===== src/rtl/pio3_pkg.sv =====
package pio3_pkg;
  localparam int PORT_W = 8;
  localparam int HALF_W = PORT_W / 2;
  localparam int BIT_SEL_W = $clog2(PORT_W);

  typedef enum logic [1:0] {
    SEL_A    = 2'd0,
    SEL_B    = 2'd1,
    SEL_C    = 2'd2,
    SEL_CTRL = 2'd3
  } sel_e;

  // 1 = input, per group
  typedef struct packed {
    logic a_in;
    logic cu_in;
    logic b_in;
    logic cl_in;
  } dir_t;

  function automatic logic [PORT_W-1:0] ctrl_readback(dir_t d);
    return {1'b1, 2'b00, d.a_in, d.cu_in, 1'b0, d.b_in, d.cl_in};
  endfunction
endpackage


===== src/rtl/pio3_strobe.sv =====
module pio3_strobe (
  input  logic clk,
  input  logic rst,
  input  logic cs_n,
  input  logic rd_n,
  input  logic wr_n,
  output logic wr_pulse,
  output logic rd_act
);
  logic wr_act;
  logic wr_prev;

  assign wr_act   = !cs_n && !wr_n;
  assign rd_act   = !cs_n && !rd_n && wr_n;
  assign wr_pulse = wr_act && !wr_prev;

  always_ff @(posedge clk) begin
    if (rst) wr_prev <= 1'b0;
    else     wr_prev <= wr_act;
  end
endmodule


===== src/rtl/pio3_regs.sv =====
module pio3_regs
  import pio3_pkg::*;
(
  input  logic              clk,
  input  logic              rst,
  input  logic              wr_pulse,
  input  logic [1:0]        addr,
  input  logic [PORT_W-1:0] din,
  output dir_t              dir,
  output logic [PORT_W-1:0] lat_a,
  output logic [PORT_W-1:0] lat_b,
  output logic [PORT_W-1:0] lat_c
);
  logic mode_word;
  logic mode_ok;
  logic [BIT_SEL_W-1:0] bit_sel;

  assign mode_word = din[7];
  assign mode_ok   = (din[6:5] == 2'b00) && !din[2];
  assign bit_sel   = din[BIT_SEL_W:1];

  always_ff @(posedge clk) begin
    if (rst) begin
      dir   <= '1;
      lat_a <= '0;
      lat_b <= '0;
      lat_c <= '0;
    end else if (wr_pulse) begin
      case (sel_e'(addr))
        SEL_A: lat_a <= din;
        SEL_B: lat_b <= din;
        SEL_C: lat_c <= din;
        default: begin
          if (mode_word) begin
            if (mode_ok) begin
              dir   <= '{a_in: din[4], cu_in: din[3], b_in: din[1], cl_in: din[0]};
              lat_a <= '0;
              lat_b <= '0;
              lat_c <= '0;
            end
          end else begin
            lat_c[bit_sel] <= din[0];
          end
        end
      endcase
    end
  end
endmodule


===== src/rtl/pio3_group.sv =====
module pio3_group #(
  parameter int W = 8
) (
  input  logic         clk,
  input  logic         rst,
  input  logic         is_in,
  input  logic [W-1:0] pins,
  input  logic [W-1:0] lat,
  output logic [W-1:0] oe,
  output logic [W-1:0] rd_val
);
  logic [W-1:0] pin_q;

  always_ff @(posedge clk) begin
    if (rst) pin_q <= '0;
    else     pin_q <= pins;
  end

  assign oe     = {W{!is_in}};
  assign rd_val = is_in ? pin_q : lat;
endmodule


===== src/rtl/pio3_port.sv =====
module pio3_port
  import pio3_pkg::*;
(
  input  logic              clk,
  input  logic              rst,
  input  logic              cs_n,
  input  logic              rd_n,
  input  logic              wr_n,
  input  logic [1:0]        addr,
  input  logic [PORT_W-1:0] dbus_i,
  output logic [PORT_W-1:0] dbus_o,
  output logic              dbus_oe,
  input  logic [PORT_W-1:0] pa_in,
  output logic [PORT_W-1:0] pa_out,
  output logic [PORT_W-1:0] pa_oe,
  input  logic [PORT_W-1:0] pb_in,
  output logic [PORT_W-1:0] pb_out,
  output logic [PORT_W-1:0] pb_oe,
  input  logic [PORT_W-1:0] pc_in,
  output logic [PORT_W-1:0] pc_out,
  output logic [PORT_W-1:0] pc_oe
);
  logic wr_pulse, rd_act;
  dir_t dir;
  logic [PORT_W-1:0] lat_a, lat_b, lat_c;
  logic [PORT_W-1:0] rv_a, rv_b;
  logic [HALF_W-1:0] rv_cu, rv_cl, oe_cu, oe_cl;
  logic [PORT_W-1:0] rd_mux;

  pio3_strobe u_strobe (
    .clk(clk), .rst(rst), .cs_n(cs_n), .rd_n(rd_n), .wr_n(wr_n),
    .wr_pulse(wr_pulse), .rd_act(rd_act)
  );

  pio3_regs u_regs (
    .clk(clk), .rst(rst), .wr_pulse(wr_pulse), .addr(addr), .din(dbus_i),
    .dir(dir), .lat_a(lat_a), .lat_b(lat_b), .lat_c(lat_c)
  );

  pio3_group #(.W(PORT_W)) u_grp_a (
    .clk(clk), .rst(rst), .is_in(dir.a_in), .pins(pa_in), .lat(lat_a),
    .oe(pa_oe), .rd_val(rv_a)
  );
  pio3_group #(.W(PORT_W)) u_grp_b (
    .clk(clk), .rst(rst), .is_in(dir.b_in), .pins(pb_in), .lat(lat_b),
    .oe(pb_oe), .rd_val(rv_b)
  );
  pio3_group #(.W(HALF_W)) u_grp_cu (
    .clk(clk), .rst(rst), .is_in(dir.cu_in), .pins(pc_in[PORT_W-1:HALF_W]),
    .lat(lat_c[PORT_W-1:HALF_W]), .oe(oe_cu), .rd_val(rv_cu)
  );
  pio3_group #(.W(HALF_W)) u_grp_cl (
    .clk(clk), .rst(rst), .is_in(dir.cl_in), .pins(pc_in[HALF_W-1:0]),
    .lat(lat_c[HALF_W-1:0]), .oe(oe_cl), .rd_val(rv_cl)
  );

  assign pa_out = lat_a;
  assign pb_out = lat_b;
  assign pc_out = lat_c;
  assign pc_oe  = {oe_cu, oe_cl};

  always_comb begin
    case (sel_e'(addr))
      SEL_A:   rd_mux = rv_a;
      SEL_B:   rd_mux = rv_b;
      SEL_C:   rd_mux = {rv_cu, rv_cl};
      default: rd_mux = ctrl_readback(dir);
    endcase
  end

  always_ff @(posedge clk) begin
    if (rst) begin
      dbus_oe <= 1'b0;
      dbus_o  <= '0;
    end else begin
      dbus_oe <= rd_act;
      dbus_o  <= rd_act ? rd_mux : '0;
    end
  end
endmodule


===== config.mk =====
export PLATFORM = sky130hd
export DESIGN_NAME = pio3_port
export DESIGN_NICKNAME = d
export VERILOG_FILES = /design/src/rtl/pio3_pkg.sv /design/src/rtl/pio3_strobe.sv /design/src/rtl/pio3_regs.sv /design/src/rtl/pio3_group.sv /design/src/rtl/pio3_port.sv
export SDC_FILE = /design/constraint.sdc
export NUM_CORES = 1
export LEC_CHECK = 0
export BUFFER_PORTS_ARGS = -buffer_cell sky130_fd_sc_hd__buf_4
export CORE_AREA = 10 10 73 106
export DETAILED_ROUTE_END_ITERATION = 16
export DIE_AREA = 0 0 83 116
export MAX_ROUTING_LAYER = met4
export PLACE_DENSITY_LB_ADDON = 0.08
export SYNTH_ARGS = -nofsm -noshare
export SYNTH_HDL_FRONTEND = slang
export SYNTH_SLANG_ARGS = --single-unit

===== constraint.sdc =====
create_clock -name clk -period 2.5 [get_ports clk]
set_input_delay 0.25 -clock clk [delete_from_list [all_inputs] [get_ports clk]]
set_output_delay 0.25 -clock clk [all_outputs]
set_load 0.02 [all_outputs]

==> results of run 1 <==
[state kept, by name (all words and copies together), names as in the netlist]
| signal | count |
|---|---|
| u_grp_cl.pin_q | 4 |
| u_grp_b.pin_q | 8 |
| u_grp_cu.pin_q | 4 |
| u_regs.lat_c | 8 |
| u_regs.lat_a | 8 |
| u_regs.dir | 4 |
| u_strobe.wr_prev | 1 |
| u_grp_a.pin_q | 8 |
| dbus_o | 8 |
| u_regs.lat_b | 8 |
| dbus_oe | 1 |
[area by class of cell]
class	count	area, µm²	area share [%]
clock buffer	13	158.9	4.372
multi-input combinational	180	1318	36.25
timing repair buffer	99	743.2	20.45
inverter	11	41.29	1.136
tap	72	90.09	2.478
sequential	62	1241	34.15
clock inverter	3	42.54	1.170
[per-stage QoR]
stage / util [%] / area [µm²] / hold WS [ns] / setup WS [ns]
CTS: 62.82 / 3635 / 0.1008 / 0.6692
finish: 62.82 / 3635 / 0.1093 / 0.6525
detailed placement: 59.34 / 3433 / 0.4638 / 0.3050
global route: 62.82 / 3635 / 0.1067 / 0.5510
floorplan: - / 2830 / 0.3268 / 0.5629
global placement: 59.34 / 3433 / 0.4544 / 0.3518
[cell usage in the layout, fill, tap and decap left out, types with 2 or more instances in the layout]
cell type / netlist / layout
o21ai_0: 8 / 8
clkbuf_8: 0 / 11
a31oi_1: 2 / 2
mux2_2: 24 / 24
nand4_1: 9 / 9
ha_1: 7 / 7
dfxtp_1: 62 / 62
o41ai_1: 4 / 4
buf_4: 20 / 99
a21oi_1: 24 / 24
nor2b_1: 27 / 27
a22oi_1: 2 / 2
o311a_1: 3 / 3
nor4_1: 2 / 2
o21bai_1: 3 / 3
nor2_1: 7 / 7
inv_1: 10 / 10
nand2_1: 18 / 18
mux2i_1: 4 / 4
clkbuf_1: 18 / 2
nor3_1: 4 / 4
a222oi_1: 7 / 7
a22o_1: 9 / 9
o211ai_1: 3 / 3
[where the power goes]
| group | leakage (nW) | total (mW) | switching, mW | internal [mW] |
|---|---|---|---|---|
| Sequential | 0.507 | 1.03 | 0.0109 | 1.02 |
| Clock | 0.0996 | 0.893 | 0.380 | 0.514 |
| Combinational | 1.03 | 0.243 | 0.133 | 0.110 |
[logic make-up (layout without fill, tap and decap cells)]
family                     Yosys count  after routing  synth area share (%)
muxes                               28             28                 10.96
and+or+nand+nor                     75             75                 14.94
DFF                                 62             62                 43.85
adders and majority gates            7              7                 3.094
buffers and inverters               52            126                 9.593
AOI/OAI and AO/OA                   70             70                 17.55
[final timing paths]
| path | start | endpoint | cells past startpoint |
|---|---|---|---|
| max | addr[0] | u_regs.lat_c[2] | 7 |
| min | pc_in[7] | u_grp_cu.pin_q[3] | 2 |
| min reg2reg | u_regs.lat_b[7] | u_regs.lat_b[7] | 2 |
| max reg2reg | u_regs.dir[3] | dbus_o[4] | 3 |
[worst max-delay path, stage by stage]
cell      delay (ns)
buf_4           0.11
inv_1           0.07
ha_1            0.35
nor4_4          0.36
o311ai_2        0.29
or4_1           0.56
a21oi_1         0.13
[layer usage]
layer	up-vias	share of wire (%)	GRT usage (%)
li1	1170	-	-
met1	1155	43	20.28
met2	89	49	27.63
met3	15	5.6	4.916
met4	0	2.3	9.226
met5	-	0	-
==> summary.md, run 1 <==
| Metric | Value |
|---|---|
| # diodes | 0 |
| DR vias/cell | 5.520 |
| Router iterations before antenna repair | 4 |
| Worst skew pair latency | 0.34 ns |
| Synthesized instance count | 294 |
| Post-synth EDFFs | 0 |
| CTS buffer count | 9 |
| Crit share post-route | 73.90% |
| Die X | 83 µm |
| Post-synth top cells | dfxtp_1, nor2b_1, a21oi_1, mux2_2, buf_4 |
| WL final | 8345 µm |
| First-pass GRT wire length | 13280 µm |
| FFs w/ async S/R, synth | 0% |
| FP Rows | 34 |
| GRT Util Overall | 17.68% |
| Synth Cell Area | 2830 µm² |
| Final global-route overflow total | 0 |
| Post-synthesis sequential area ratio | 43.85% |
| Synth area leader | dfxtp_1 |
| DIE HEIGHT | 116 µm |
| Worst-Margin Slew | 0.7212 ns |
| Remaining antenna violation count | 0 |
| Count of final hold-check violations | 0 |
| Pleak | 1.641 nW |
| Initial antenna violation count | 0 |
| Worst Path Max Fanout | 11 |
| Top Ports | 96 |
| Final Skew | 0.005065 ns |
| Yosys warnings | 0 |
| TritonCTS Sinks | 62 |
| Routed len/inst | 18.97 µm |
| Clk root buf | clkbuf_8 |
| Critical path launch point type | input port |
| Via count | 2429 |
| CP Class | in2reg |
| Status | finished, final reports clean |
| Yosys cell types | 39 |
| # setup viols final | 0 |
| Vias in the first global route | 2419 |
| Syn Nets | 340 |
| Worst-path clk slew | 0.07 ns |
| Final setup TNS | 0 ns |
| Drt drc | 0 |
| CTS tree | built |
| Max cap viols | 0 |
| Synthesized area per cell | 9.627 µm² |
| RSZ-0062 raised after global routing | false |
| Core area | 5786 µm² |
| Req. time, crit path | 2.78 ns |
| Main area contributors after synthesis | dfxtp_1, mux2_2, nor2b_1 |
| Initial Util | 48.92% |
| Max-Slew Margin vs Limit | 51.84% |
| Layout cell share with drive strength beyond 1 | 38.59% |
| Maximum clock insertion buffer count | 2 |
| Min Clock Period, post-route | 1.847 ns |
| Post-synth top area share | 43.85% |
| Placer congestion estimate | 0.9504 |
| Die ar. | 9628 µm² |
| Fmax | 0.5413 GHz |
| H-Tree Depth | 3 |
| Critical Path AT | 2.12 ns |
| # hold bufs at CTS | 0 |
| Fin. max-slew vios | 0 |
| Post-cts resize count | 0 |
| I/O Buffers | 95 |
| Hold Crit Class | in2reg |
| Main flop type after synthesis | dfxtp_1 |
| Final Non-Filler Cells | 440 |
| Fill cells | 554 |
| Starting DRT DRC Count | 243 |
| Reg-to-reg slack, setup | 0.89 ns |
| Placed cell count | 424 |
| Setup repair bufs after CTS | 0 |
| VDD IR-drop max | 0.3349 mV |
| HPWL Detailed | 6232 µm |
| Fin nets | 409 |
| #FFs+latches synth | 62 |
| Power density cells | 595.4 nW/µm² |
| Most frequent cell after synthesis | dfxtp_1 |
| Pin count of the biggest net entering global routing | 42 |
| Tot Pwr | 2.164 mW |
| Area grow syn2layout | 28.43% |
| CP endpoint kind | register |
Power figures use the tool's default switching activity.
==> run 2: changes to the inputs <==
- CORE_AREA: 10 10 73 106 -> 10 10 76 111
- DIE_AREA: 0 0 83 116 -> 0 0 86 121
- clock period: 2.5 -> 1.5 ns (I/O delays scaled with it)
==> run 2 against run 1 <==
Power up 64%. Worst setup slack worse by 0.59 ns. Die area rose by 8.1%. Count of clock-buffer cells in the layout unchanged. Clock skew rose by 0.00072 ns. Worst hold slack worse by 0.089 ns.
==> summary.md, run 2 (synthesis results as in run 1) <==
| Metric | Value |
|---|---|
| Status | finished, final reports clean (unchanged) |
| Critical path launch point type | register (was input port) |
| Initial antenna violation count | 0 (unchanged) |
| Die ar. | 10410 µm² (was 9628 µm²) |
| Most frequent cells in the layout | buf_4, dfxtp_1, nor2b_1, mux2_2, a21oi_1 (unchanged) |
| Pin count of the biggest net entering global routing | 24 (was 42) |
| CP Class | reg2reg (was in2reg) |
| Worst skew pair latency | 0.34 ns (about the same) |
| VDD IR-drop max | 0.5302 mV (was 0.3349 mV) |
| FP Rows | 36 (was 34) |
| Worst-Margin Slew | 0.4699 ns (was 0.7212 ns) |
| Most common cell after layout, fill and taps aside | buf_4 (unchanged) |
| Top Ports | 96 (unchanged) |
| GRT Util Overall | 16.83% (was 17.68%) |
| Remaining antenna violation count | 0 (unchanged) |
| H-Tree Depth | 3 (unchanged) |
| WL final | 8740 µm (was 8345 µm) |
| CP endpoint kind | register (unchanged) |
| Setup repair bufs after CTS | 0 (unchanged) |
| Drt drc | 0 (unchanged) |
| Met2 usage | 28.73% (was 27.63%) |
| Footprint of the multi-input gates | 1350 µm² (was 1318 µm²) |
| Met1 usage | 17.96% (was 20.28%) |
| # diodes | 0 (unchanged) |
| Register area | 1242 µm² (was 1241 µm²) |
| DR vias/cell | 5.418 (was 5.520) |
| # setup viols final | 0 (unchanged) |
| Fin nets | 434 (was 409) |
| Max stage delay on crit path | 0.35 ns (was 0.56 ns) |
| Layout cell share with drive strength beyond 1 | 44.02% (was 38.59%) |
| Fin. max-slew vios | 0 (unchanged) |
| Router iterations before antenna repair | 4 (unchanged) |
| Cell chain of the critical path | buf_6, mux2_2, a222oi_1, a21oi_1 (was buf_4, inv_1, ha_1, nor4_4, o311ai_2, or4_1, a21oi_1) |
| CTS tree | built (unchanged) |
| # hold bufs at CTS | 0 (unchanged) |
| RSZ-0062 raised after global routing | true (was false) |
| Fmax | 0.6944 GHz |
| Power density cells | 908.8 nW/µm² (was 595.4 nW/µm²) |
| DIE HEIGHT | 121 µm (was 116 µm) |
| Min Clock Period, post-route | 1.440 ns |
| CTS buffer count | 9 (unchanged) |
| Critical Path AT | 1.66 ns (was 2.12 ns) |
| Worst Path Max Fanout | 8 (was 11) |
| Pre-CTS WS | -0.1682 ns (was 0.3050 ns) |
| Die X | 86 µm (was 83 µm) |
| Max cap viols | 0 (unchanged) |
| First-pass GRT wire length | 13720 µm (was 13280 µm) |
| TritonCTS Sinks | 62 (unchanged) |
| Pleak | 1.779 nW (was 1.641 nW) |
| Max-Slew Margin vs Limit | 68.60% (was 51.84%) |
| Clk root buf | clkbuf_8 (unchanged) |
| Worst-path clk slew | 0.07 ns (about the same) |
| Final Skew | 0.005789 ns (was 0.005065 ns) |
| Hold Crit Class | in2reg (unchanged) |
| I/O Buffers | 95 (unchanged) |
| Starting DRT DRC Count | 175 (was 243) |
| Area grow syn2layout | 37.75% (was 28.43%) |
| Core area | 6441 µm² (was 5786 µm²) |
| Maximum clock insertion buffer count | 2 (unchanged) |
| Vias in the first global route | 2677 (was 2419) |
| Final global-route overflow total | 0 (unchanged) |
| Routed len/inst | 18.64 µm (was 18.97 µm) |
| Final worst slack | 0.06000 ns (was 0.6525 ns) |
| Placer congestion estimate | 0.9159 (was 0.9504) |
| Fill cells | 602 (was 554) |
| Crit share post-route | 96.00% |
| Met3 Use GR | 4.301% (was 4.916%) |
| Req. time, crit path | 1.72 ns (was 2.78 ns) |
| CP bufs+invs | 1 (was 2) |
| CP top delay family | compound AO/OA/AOI/OAI gates (was simple AND/OR/NAND/NOR gates) |
| Initial Util | 43.94% (was 48.92%) |
| Top Usage Layer GRT | met2 (unchanged) |
| HPWL Detailed | 6593 µm (was 6232 µm) |
| Via count | 2541 (was 2429) |
| Final core occ | 60.53% (was 62.82%) |
| Count of final hold-check violations | 0 (unchanged) |
| Slowest library cell on the worst path | dfxtp_1 (was or4_1) |
-- run 2: cell types whose count changed in the layout (fill, tap and decap cells not counted), moves of 2 or more --
cell | previous run | this run
buf_12 | 0 | 2
buf_4 | 99 | 120
buf_6 | 0 | 2
inv_1 | 10 | 8
-- run 2: what timing repair did --
action	4_1_cts	5_1_grt
resized for setup	0	4
endpoints found under the setup margin	0	5
endpoints found under the hold margin	0	0
-- run 2: metal layers --
layer	wire length [µm]	vias to the layer above
met1	3439	1213
met3	562	15
met2	4565	89
met5	0	-
met4	172	0
li1	-	1224
-- run 2: metrics by stage --
stage	instance area [µm²]	std cells	TNS, ns	hold slack, ns	power [mW]
after floorplan	2887	294	-0.2513	0.2268	1.975
after global placement	3696	453	-0.7839	0.3639	2.203
after detailed placement	3696	453	-0.9672	0.3648	2.209
after CTS	3882	469	0	0.009792	3.575
after global routing	3899	469	-0.05222	0.01559	3.687
final	3899	469	0	0.02037	3.543
-- run 2: worst register-to-register path, cell delays in order (launching register included) --
cell	delay, ns
dfxtp_1	0.35
buf_6	0.15
mux2_2	0.35
a222oi_1	0.35
a21oi_1	0.12
-- run 2: layout make-up --
class	count	share of cell area, %
inverter	11	1.573
sequential	62	31.87
clock inverter	3	0.4493
tap	76	2.439
clock buffer	13	4.332
timing repair buffer	124	24.71
multi-input combinational	180	34.63
-- run 2: where the power goes --
part | internal [mW] | switching [mW] | leakage [nW]
Sequential | 1.69 | 0.0182 | 0.507
Clock | 0.730 | 0.637 | 0.0954
Combinational | 0.225 | 0.238 | 1.18
-- run 2: final timing paths --
path	start	to	slack, ns	cells past startpoint
worst max-delay path	u_regs.dir[3]	dbus_o[4]	0.06	4
worst min-delay path	pb_in[5]	u_grp_b.pin_q[5]	0.02	2
worst max register to register	u_regs.dir[3]	dbus_o[4]	0.06	4
worst min register to register	u_regs.lat_b[5]	u_regs.lat_b[5]	0.48	2
